**src/rtl/adc_result_regs.sv**
```systemverilog
module adc_result_regs #(
  parameter int ADDR_W   = 12,
  parameter int RES_W    = 24,
  parameter int COEF_W   = 16,
  parameter int RD_W     = 32,
  parameter int CLK_MHZ  = 200,
  parameter int DWELL_US = 23,
  parameter logic [COEF_W-1:0] PRI_OF_INIT = 16'h8000,
  parameter logic [COEF_W-1:0] AUX_OF_INIT = 16'h7FF0,
  parameter logic [ADDR_W-1:0] A_PRI_RES = 12'h51C,
  parameter logic [ADDR_W-1:0] A_AUX_RES = 12'h520,
  parameter logic [ADDR_W-1:0] A_PRI_OF  = 12'h524,
  parameter logic [ADDR_W-1:0] A_AUX_OF  = 12'h528,
  parameter logic [ADDR_W-1:0] A_STAT    = 12'h52C
) (
  input  logic              clk,
  input  logic              rst_n,
  input  logic [ADDR_W-1:0] bus_addr,
  input  logic              bus_rd,
  input  logic              bus_wr,
  input  logic [COEF_W-1:0] bus_wdata,
  output logic [RD_W-1:0]   bus_rdata,
  input  logic              pri_res_vld,
  input  logic [RES_W-1:0]  pri_res_data,
  input  logic              aux_res_vld,
  input  logic [RES_W-1:0]  aux_res_data,
  input  logic              pri_cal_done,
  input  logic [COEF_W-1:0] pri_cal_coef,
  input  logic              aux_cal_done,
  input  logic [COEF_W-1:0] aux_cal_coef,
  input  logic              adc_en,
  input  logic              adc_idle
);

  localparam int DWELL_CYC = CLK_MHZ * DWELL_US;
  localparam int CNT_W     = $clog2(DWELL_CYC + 1);

  logic [RES_W-1:0]  pri_res, aux_res;
  logic [COEF_W-1:0] pri_of, aux_of;
  logic [1:0]        rdy, set_f, clr_f;
  logic [CNT_W-1:0]  dwell;
  logic              gate_open, rd_pri, rd_aux, wr_pri, wr_aux;
  logic [RD_W-1:0]   rd_mux;

  assign rd_pri = bus_rd && (bus_addr == A_PRI_RES);
  assign rd_aux = bus_rd && (bus_addr == A_AUX_RES);
  assign set_f  = {aux_res_vld & ~rdy[1], pri_res_vld & ~rdy[0]};
  assign clr_f  = {rd_pri | rd_aux, rd_pri};

  always_ff @(posedge clk) begin
    if (!rst_n) begin
      rdy     <= '0;
      pri_res <= '0;
      aux_res <= '0;
    end else begin
      rdy <= (rdy & ~clr_f) | set_f;
      if (set_f[0]) pri_res <= pri_res_data;
      if (set_f[1]) aux_res <= aux_res_data;
    end
  end

  always_ff @(posedge clk) begin
    if (!rst_n || !(adc_en && adc_idle))
      dwell <= '0;
    else if (dwell != CNT_W'(DWELL_CYC))
      dwell <= dwell + 1'b1;
  end

  assign gate_open = adc_en && adc_idle && (dwell == CNT_W'(DWELL_CYC));
  assign wr_pri    = bus_wr && gate_open && (bus_addr == A_PRI_OF);
  assign wr_aux    = bus_wr && gate_open && (bus_addr == A_AUX_OF);

  always_ff @(posedge clk) begin
    if (!rst_n) begin
      pri_of <= PRI_OF_INIT;
      aux_of <= AUX_OF_INIT;
    end else begin
      if (pri_cal_done)  pri_of <= pri_cal_coef;
      else if (wr_pri)   pri_of <= bus_wdata;
      if (aux_cal_done)  aux_of <= aux_cal_coef;
      else if (wr_aux)   aux_of <= bus_wdata;
    end
  end

  always_comb begin
    case (bus_addr)
      A_PRI_RES: rd_mux = RD_W'(pri_res);
      A_AUX_RES: rd_mux = RD_W'(aux_res);
      A_PRI_OF:  rd_mux = RD_W'(pri_of);
      A_AUX_OF:  rd_mux = RD_W'(aux_of);
      A_STAT:    rd_mux = RD_W'(rdy);
      default:   rd_mux = '0;
    endcase
  end

  always_ff @(posedge clk) begin
    if (!rst_n)      bus_rdata <= '0;
    else if (bus_rd) bus_rdata <= rd_mux;
    else             bus_rdata <= '0;
  end

endmodule


```
**config.mk**
```make
export PLATFORM = sky130hd
export DESIGN_NAME = adc_result_regs
export DESIGN_NICKNAME = d
export VERILOG_FILES = /design/src/rtl/adc_result_regs.sv
export SDC_FILE = /design/constraint.sdc
export NUM_CORES = 1
export LEC_CHECK = 0
export ABC_AREA = 1
export BUFFER_PORTS_ARGS = -buffer_cell sky130_fd_sc_hd__buf_2
export CAP_MARGIN = 20
export CORE_UTILIZATION = 39
export CTS_BUF_LIST = sky130_fd_sc_hd__clkbuf_2 sky130_fd_sc_hd__clkbuf_4 sky130_fd_sc_hd__clkbuf_8
export CTS_CLUSTER_SIZE = 8
export DETAILED_ROUTE_END_ITERATION = 6
export PLACE_DENSITY = 0.66
export SLEW_MARGIN = 20
export SYNTH_ARGS = -nofsm -noshare
export SYNTH_HDL_FRONTEND = slang
export SYNTH_SLANG_ARGS = --single-unit
```
**constraint.sdc**
```tcl
create_clock -name clk -period 1.7 [get_ports clk]
set_input_delay 0.17 -clock clk [delete_from_list [all_inputs] [get_ports clk]]
set_output_delay 0.17 -clock clk [all_outputs]
set_load 0.02 [all_outputs]
```
==> key figures, run 1 <==
Floorplan
  • Die area: 15000 µm²
  • Rows: 43
  • Die Y: 123 µm
  • CORE AREA: 14000 µm²
  • Chip width: ~120 µm
  • Initial core utilization: just over 40%
  • Boundary Pins: 150

Clocking
  • Number of CTS-inserted buffers: 17
  • CTS Root Cell: clkbuf_8
  • Clock buffer depth: 2
  • CTS tree: built
  • Setup bufs post-CTS: 0
  • Clock-pin slew on the worst setup and hold paths: 0.07 ns
  • Num Clock Sinks: about 120
  • Htree depth: 4
  • Worst-skew pair later-pin latency: 0.44 ns

Logic synthesis
  • Syn_area_per_cell: 6.77 µm²
  • Count leader, synth: nand2_1
  • Synthesis warning total: 0
  • Predominant post-synthesis flop cell: dfxtp_1
  • Post-Syn Area: around 5700 µm²
  • Leading area contributor after synthesis: dfxtp_1
  • Post-synth top area share: 42.0%
  • Largest cells by area after synthesis: dfxtp_1 (42%), nand2_1 (10%), nor2_1 (9.1%)
  • Post-synth top cells: nand2_1 (152), nor2_1 (137), dfxtp_1 (119), inv_1 (88), o21ai_0 (76)
  • Synth cell types: 28
  • Post-synth EDFFs: 0
  • Flops & latches, synth: 119
  • Async SR Flop Fraction: 0%
  • Mapped Cells: 838
  • Seq/Total Area, Yosys: 42.0%

Detailed routing
  • Router iterations before antenna repair: 5
  • Drt total wl: 16.3 mm
  • Routed vias: 5803
  • Final antenna-violating net count: 0
  • Initial drt markers: 369
  • Vias/cell: 4.82
  • DRC: 0
  • Routed len/inst: 13.5 µm

Final layout
  • Post-layout util: between 50% and 60%
  • # diodes: 0
  • Layout cell share with drive strength beyond 1: about a quarter
  • Reg area: about 2400 µm²
  • Area of the multi-input gates: 2710 µm²
  • Fin cells: 1203
  • Layout area overhead: 29.8%
  • Fin nets: about 1100
  • Fillers: 1422

Timing
  • RSZ-0062 raised after global routing: true
  • Worst Skew: between 0.01 and 0.015 ns
  • Setup tns final: 0 ns
  • Hold slack: between 0.02 and 0.025 ns
  • Max Clk Rate: 632 MHz
  • Post-route minimum period: 1.58 ns
  • Slew Viols, Final: 0
  • Hold violation count in the final report: 0
  • Setup Viol. Count Final: 0
  • Period utilization: 93.1%

Placement
  • HPWL Detailed: 11.7 mm
  • Placed cells: 1134
  • Final Wtd Congestion: just under 0.9
  • PortBufs: 141

GRT
  • GRT overflow: 0
  • Largest net degree at the start of global routing: 36
  • Global-route usage over all layers: between 20 and 25%
  • Initial antenna violation count: 0
  • Vias in the first global route: 5264
  • First-pass GRT wire length: 25.6 mm

Worst setup path
  • Buf/Inv on CP: 1
  • Crit path to: aux_of[0]
  • Crit-path cells: inv_1, ha_1, nand2_1, nor2_2, nand3_2, nor2_4, nand2_4, nand2_2, nor2_1, nor2_1
  • R2R depth: 10
  • Crit end category: register
  • RR Startpoint: dwell[0]
  • Worst Setup SP: dwell[0]
  • CP arrival: roughly 2.0 ns
  • CP top delay family: simple AND/OR/NAND/NOR gates
  • Peak per-stage delay on the critical path: around 0.34 ns
  • CP max stage cell: dfxtp_2
  • Critical path depth: 10
  • Kind of critical path: register to register
  • CP Launch Type: register
  • Required time of the critical path: 2.07 ns
  • FF-to-FF setup slack: 0.12 ns
  • Largest fanout on the critical path: 20
  • Reg2Reg Capture Point: aux_of[0]
  • CP dominant cell by count: nor2_1

Pwr
  • Internal Power: 4700 µW
  • Switching Share: 25.6%
  • Seq pwr share: 47.8%
  • P per Cell Area: 858 nW/µm²
  • Comb pwr share: a little under an eighth
  • VDD IR-drop max: a little over 400 µV
  • Clock network power share: 40.2%
  • Psw: approximately 1600 µW
  • P_leak: 0.00340 µW

Outcome
  • Status: finished clean

Min path
  • HP Class: input pin to register
  • Hold Crit Start: bus_wdata[11]

Job
  • Max_cap viols: 0
-- kinds of logic (layout without fill, tap and decap cells) --
kind of cell    after synthesis  in the layout  synth area share (%)
compound gates              141            141                  12.5
fa+ha+maj                     2              2                 0.441
buf+inv                     147            325                  11.5
flops                       119            119                  42.0
other cells                   1              8                0.0661
simple gates                428            428                  33.5
-- what timing repair did --
action,CTS,global route
resized for setup,1,11
hold buffers,38,0
endpoints found under the setup margin,8,33
endpoints found under the hold margin,38,0
-- layer usage --
layer	routed length, µm	global-route usage [%]	part of all wire (%)
met1	7600	29.6	47
met2	7590	36.0	47
met3	768	3.76	4.7
met4	322	8.31	2.0
met5	0	0	0
-- area by class of cell --
| cell class | count | area share (%) |
|---|---|---|
| clock buffer | 22 | 3.94 |
| timing repair buffer | 203 | 17.9 |
| tap | 180 | 3.06 |
| inverter | 91 | 4.67 |
| multi-input combinational | 579 | 36.8 |
| sequential | 119 | 32.4 |
| clock inverter | 9 | 1.36 |
-- sequential cells by signal, indices dropped and copies added, names as in the netlist --
| name | flops |
|---|---|
| aux_of | 16 |
| pri_res | 24 |
| rdy | 2 |
| aux_res | 24 |
| dwell | 13 |
| bus_rdata | 24 |
| pri_of | 16 |
-- cells in the final DEF (no fill, tap or decap), types with 3 or more instances in the layout --
| cell | instances |
|---|---|
| a21oi_1 | 52 |
| a21oi_2 | 6 |
| buf_12 | 4 |
| buf_2 | 141 |
| buf_4 | 20 |
| clkbuf_8 | 20 |
| clkinv_2 | 5 |
| conb_1 | 8 |
| dfxtp_1 | 118 |
| dlygate4sd3_1 | 38 |
| inv_1 | 88 |
| nand2_1 | 152 |
| nand2_2 | 5 |
| nand3_1 | 72 |
| nand3_2 | 3 |
| nand4_1 | 28 |
| nor2_1 | 135 |
| nor2_2 | 16 |
| nor2_4 | 6 |
| nor3_1 | 7 |
| o21ai_0 | 76 |
| o21ai_1 | 6 |
-- power by group through the flow --
| stage | Sequential, µW | Combinational [µW] | Clock [µW] |
|---|---|---|---|
| CTS | 3020 | 746 | 2590 |
| detailed placement | 3080 | 673 | 0 |
| floorplan | 3060 | 418 | 0 |
| finish | 3020 | 754 | 2540 |
| global placement | 3080 | 667 | 0 |
| global route | 3040 | 849 | 2710 |
-- metrics by stage --
step | total power, µW | area [µm²] | setup slack [ns]
3_3_place_gp | 3750 | 6550 | 0.0652
3_5_place_dp | 3760 | 6550 | 0.0222
4_1_cts | 6360 | 7330 | 0.0509
5_1_grt | 6590 | 7370 | -0.0277
2_1_floorplan | 3470 | 5700 | 0.216
6_report | 6320 | 7370 | 0.117
-- worst reg2reg max path, stage by stage (launching register included) --
cell and delay [ns]:
dfxtp_2 0.34, inv_1 0.08, ha_1 0.14, nand2_1 0.06, nor2_2 0.14, nand3_2 0.15, nor2_4 0.17, nand2_4 0.17
nand2_2 0.14, nor2_1 0.05, nor2_1 0.09
-- worst min-delay path by stage --
stage                       end  depth (start not counted)
finish               pri_of[11]                          3
global placement     aux_res[9]                          3
detailed placement    aux_of[9]                          3
global route        aux_res[21]                          3
CTS                  pri_of[11]                          3
floorplan            aux_res[0]                          2
Power figures use the tool's default switching activity.
==> run 2: changes to the inputs <==
--- a/config.mk
+++ b/config.mk
@@ -13,6 +13,7 @@
 export CTS_CLUSTER_SIZE = 8
 export DETAILED_ROUTE_END_ITERATION = 6
 export PLACE_DENSITY = 0.66
+export REMOVE_ABC_BUFFERS = 1
 export SLEW_MARGIN = 20
 export SYNTH_ARGS = -nofsm -noshare
 export SYNTH_HDL_FRONTEND = slang
==> run 2 against run 1 <==
Against the previous run:
- global-route usage increased by 1.3 points
- worst hold slack got worse by 0.0080 ns
- die area unchanged
- clock power is 7% higher
- via count rose by 0.79%
- clock-buffer cell count down 4
- critical path type unchanged
- critical endpoint unchanged
==> key figures, run 2 (synthesis gave the netlist of run 1 again) <==
Final layout
  • Fillers: 1408 (was 1422)
  • Most frequent cells in the layout: nand2_1 (152), buf_2 (141), nor2_1 (135) (unchanged)
  • Fin cells: 1219 (was 1203)
  • Fin nets: 1145 (was 1131)
  • Layout area overhead: 32.5% (was 29.8%)
  • Area of the multi-input gates: 2710 µm² (about the same)
  • Commonest non-fill, non-tap cell in the layout: nand2_1 (unchanged)
  • Reg area: 2380 µm² (unchanged)
  • Largest regs: aux_res x24, bus_rdata x24, pri_res x24 (unchanged)
  • Layout cell share with drive strength beyond 1: 23.8% (was 23.5%)

Clocking
  • Number of CTS-inserted buffers: 17 (unchanged)
  • Clock-pin slew on the worst setup and hold paths: 0.08 ns (was 0.07 ns)
  • CTS Root Cell: clkbuf_8 (unchanged)
  • Num Clock Sinks: 119 (unchanged)
  • CTS tree: built (unchanged)
  • Htree depth: 4 (unchanged)
  • Clock buffer depth: 2 (unchanged)
  • Worst-skew pair later-pin latency: 0.44 ns (about the same)

Worst setup path
  • Critical path depth: 11 (was 10)
  • CP top delay family: simple AND/OR/NAND/NOR gates (unchanged)
  • CP max stage cell: dfxtp_2 (unchanged)
  • Buf/Inv on CP: 3 (was 1)
  • Peak per-stage delay on the critical path: 0.34 ns (about the same)
  • R2R depth: 11 (was 10)
  • Crit-path cells: inv_2, ha_2, nand2_1, nor2_2, nand3_2, nor2_4, buf_6, buf_4, nand4_1, nand2_1, nor2_1 (was inv_1, ha_1, nand2_1, nor2_2, nand3_2, nor2_4, nand2_4, nand2_2, nor2_1, nor2_1)
  • Largest fanout on the critical path: 5 (was 20)
  • CP Launch Type: register (unchanged)
  • CP dominant cell by count: nand2_1 (was nor2_1)
  • Crit end category: register (unchanged)
  • Kind of critical path: register to register (unchanged)
  • Required time of the critical path: 2.04 ns (was 2.07 ns)
  • CP arrival: 1.92 ns (was 1.95 ns)

Placement
  • Setup Slack @ Placement: 0.0248 ns (was 0.0222 ns)
  • Placed cells: 1136 (was 1134)
  • Final Wtd Congestion: 0.845 (was 0.883)
  • PortBufs: 141 (unchanged)
  • HPWL Detailed: 11.8 mm (was 11.7 mm)

Pwr
  • P per Cell Area: 865 nW/µm² (was 858 nW/µm²)
  • VDD IR-drop max: 509 µV (was 407 µV)
  • P_leak: 0.00344 µW (was 0.00340 µW)
  • Total power: 6510 µW (was 6320 µW)

GRT
  • GRT overflow: 0 (unchanged)
  • Largest net degree at the start of global routing: 41 (was 36)
  • Global-route usage over all layers: 23.5% (was 22.3%)
  • Vias in the first global route: 5424 (was 5264)
  • First-pass GRT wire length: 26.9 mm (was 25.6 mm)
  • Initial antenna violation count: 0 (unchanged)

Detailed routing
  • Router iterations before antenna repair: 5 (unchanged)
  • Routed vias: 5849 (was 5803)
  • Initial drt markers: 474 (was 369)
  • Vias/cell: 4.80 (was 4.82)
  • DRC: 0 (unchanged)
  • Drt total wl: 17.0 mm (was 16.3 mm)
  • Final antenna-violating net count: 0 (unchanged)
  • Routed len/inst: 14.0 µm (was 13.5 µm)

Min path
  • Worst Hold Depth: 3 (unchanged)
  • HP Class: input pin to register (unchanged)

Floorplan
  • CORE AREA: 14000 µm² (unchanged)
  • Rows: 43 (unchanged)
  • Initial core utilization: 40.4% (unchanged)
  • Die Y: 123 µm (unchanged)
  • Chip width: 123 µm (unchanged)
  • Boundary Pins: 150 (unchanged)
  • Die area: 15000 µm² (unchanged)

Timing
  • Worst relative slew slack: about 63%
  • Worst Skew: 0.0115 ns (was 0.0124 ns)
  • Hold violation count in the final report: 0 (unchanged)
  • Setup Viol. Count Final: 0 (unchanged)
  • Slew Viols, Final: 0 (unchanged)
  • Period utilization: 92.7% (was 93.1%)
  • Setup ws final: 0.124 ns (was 0.117 ns)
  • Max Clk Rate: 634 MHz (was 632 MHz)
  • Post-route minimum period: 1.58 ns (about the same)
  • Worst Max-Slew Pin Slew: 0.559 ns
  • Setup tns final: 0 ns (unchanged)

Job
  • Max_cap viols: 0 (unchanged)

Outcome
  • Status: finished clean (unchanged)
==> run 2: changes by cell type in the layout (fill, tap and decap cells not counted), moves of 3 or more <==
cell / delta
dlygate4sd3_1: +8
buf_4: +5
a21oi_1: +4
a21oi_2: -4
clkinv_2: -3
clkinv_4: +3
==> run 2: stage by stage <==
stage / util, % / cell area (µm²) / hold WS, ns
3_3_place_gp: 46.7 / 6560 / 0.401
6_report: 53.6 / 7520 / 0.0164
4_1_cts: 53.0 / 7440 / 0.00140
2_1_floorplan: - / 5390 / 0.254
5_1_grt: 53.6 / 7520 / 0.0274
3_5_place_dp: 46.7 / 6560 / 0.400
==> run 2: repair_timing <==
| action | in CTS | in global routing |
|---|---|---|
| setup endpoints to repair | 0 | 32 |
| hold buffers | 46 | 0 |
| hold endpoints to repair | 46 | 0 |
| setup buffers | 0 | 4 |
| gates resized for setup | 0 | 15 |
==> run 2: worst reg2reg max path, delay by kind of cell, from the launching register on <==
family                   cells  cell delay (ns)
adder cells (fa/ha/maj)      1             0.15
AND/OR/NAND/NOR              7             0.68
flip-flops                   1             0.34
buffers and inverters        3             0.32
==> run 2: layout make-up <==
class,instances,area share [%]
Timing Repair Buffer,217,19.1
Clock inverter,14,2.31
Clock buffer,18,3.29
Sequential cell,119,31.7
Inverter,91,4.57
Antenna cell,1,0.0333
Tap cell,180,2.99
Multi-Input combinational cell,579,36.0
==> run 2: worst paths after layout <==
path,startpoint,endpoint,slack (ns)
worst max-delay path,dwell[0],aux_of[0],0.12
worst min-delay path,pri_res_data[3],pri_res[3],0.02
worst max register to register,dwell[0],aux_of[0],0.12
worst min register to register,aux_res[10],aux_res[10],0.45
==> run 2: layer usage <==
| metal | wire length, µm | part of all wire, % | vias to the layer above | GRT usage (%) |
|---|---|---|---|---|
| met2 | 8130 | 48 | 200 | 39.2 |
| met1 | 7760 | 46 | 2590 | 30.4 |
| met4 | 284 | 1.7 | 0 | 8.46 |
| met3 | 878 | 5.2 | 20 | 4.18 |
| li1 | - | - | 3039 | - |
| met5 | 0 | 0 | - | 0 |
==> run 2: power by group <==
part,switching [µW],internal [µW]
sequential,69.0,2940
clock,1220,1500
combinational,444,339
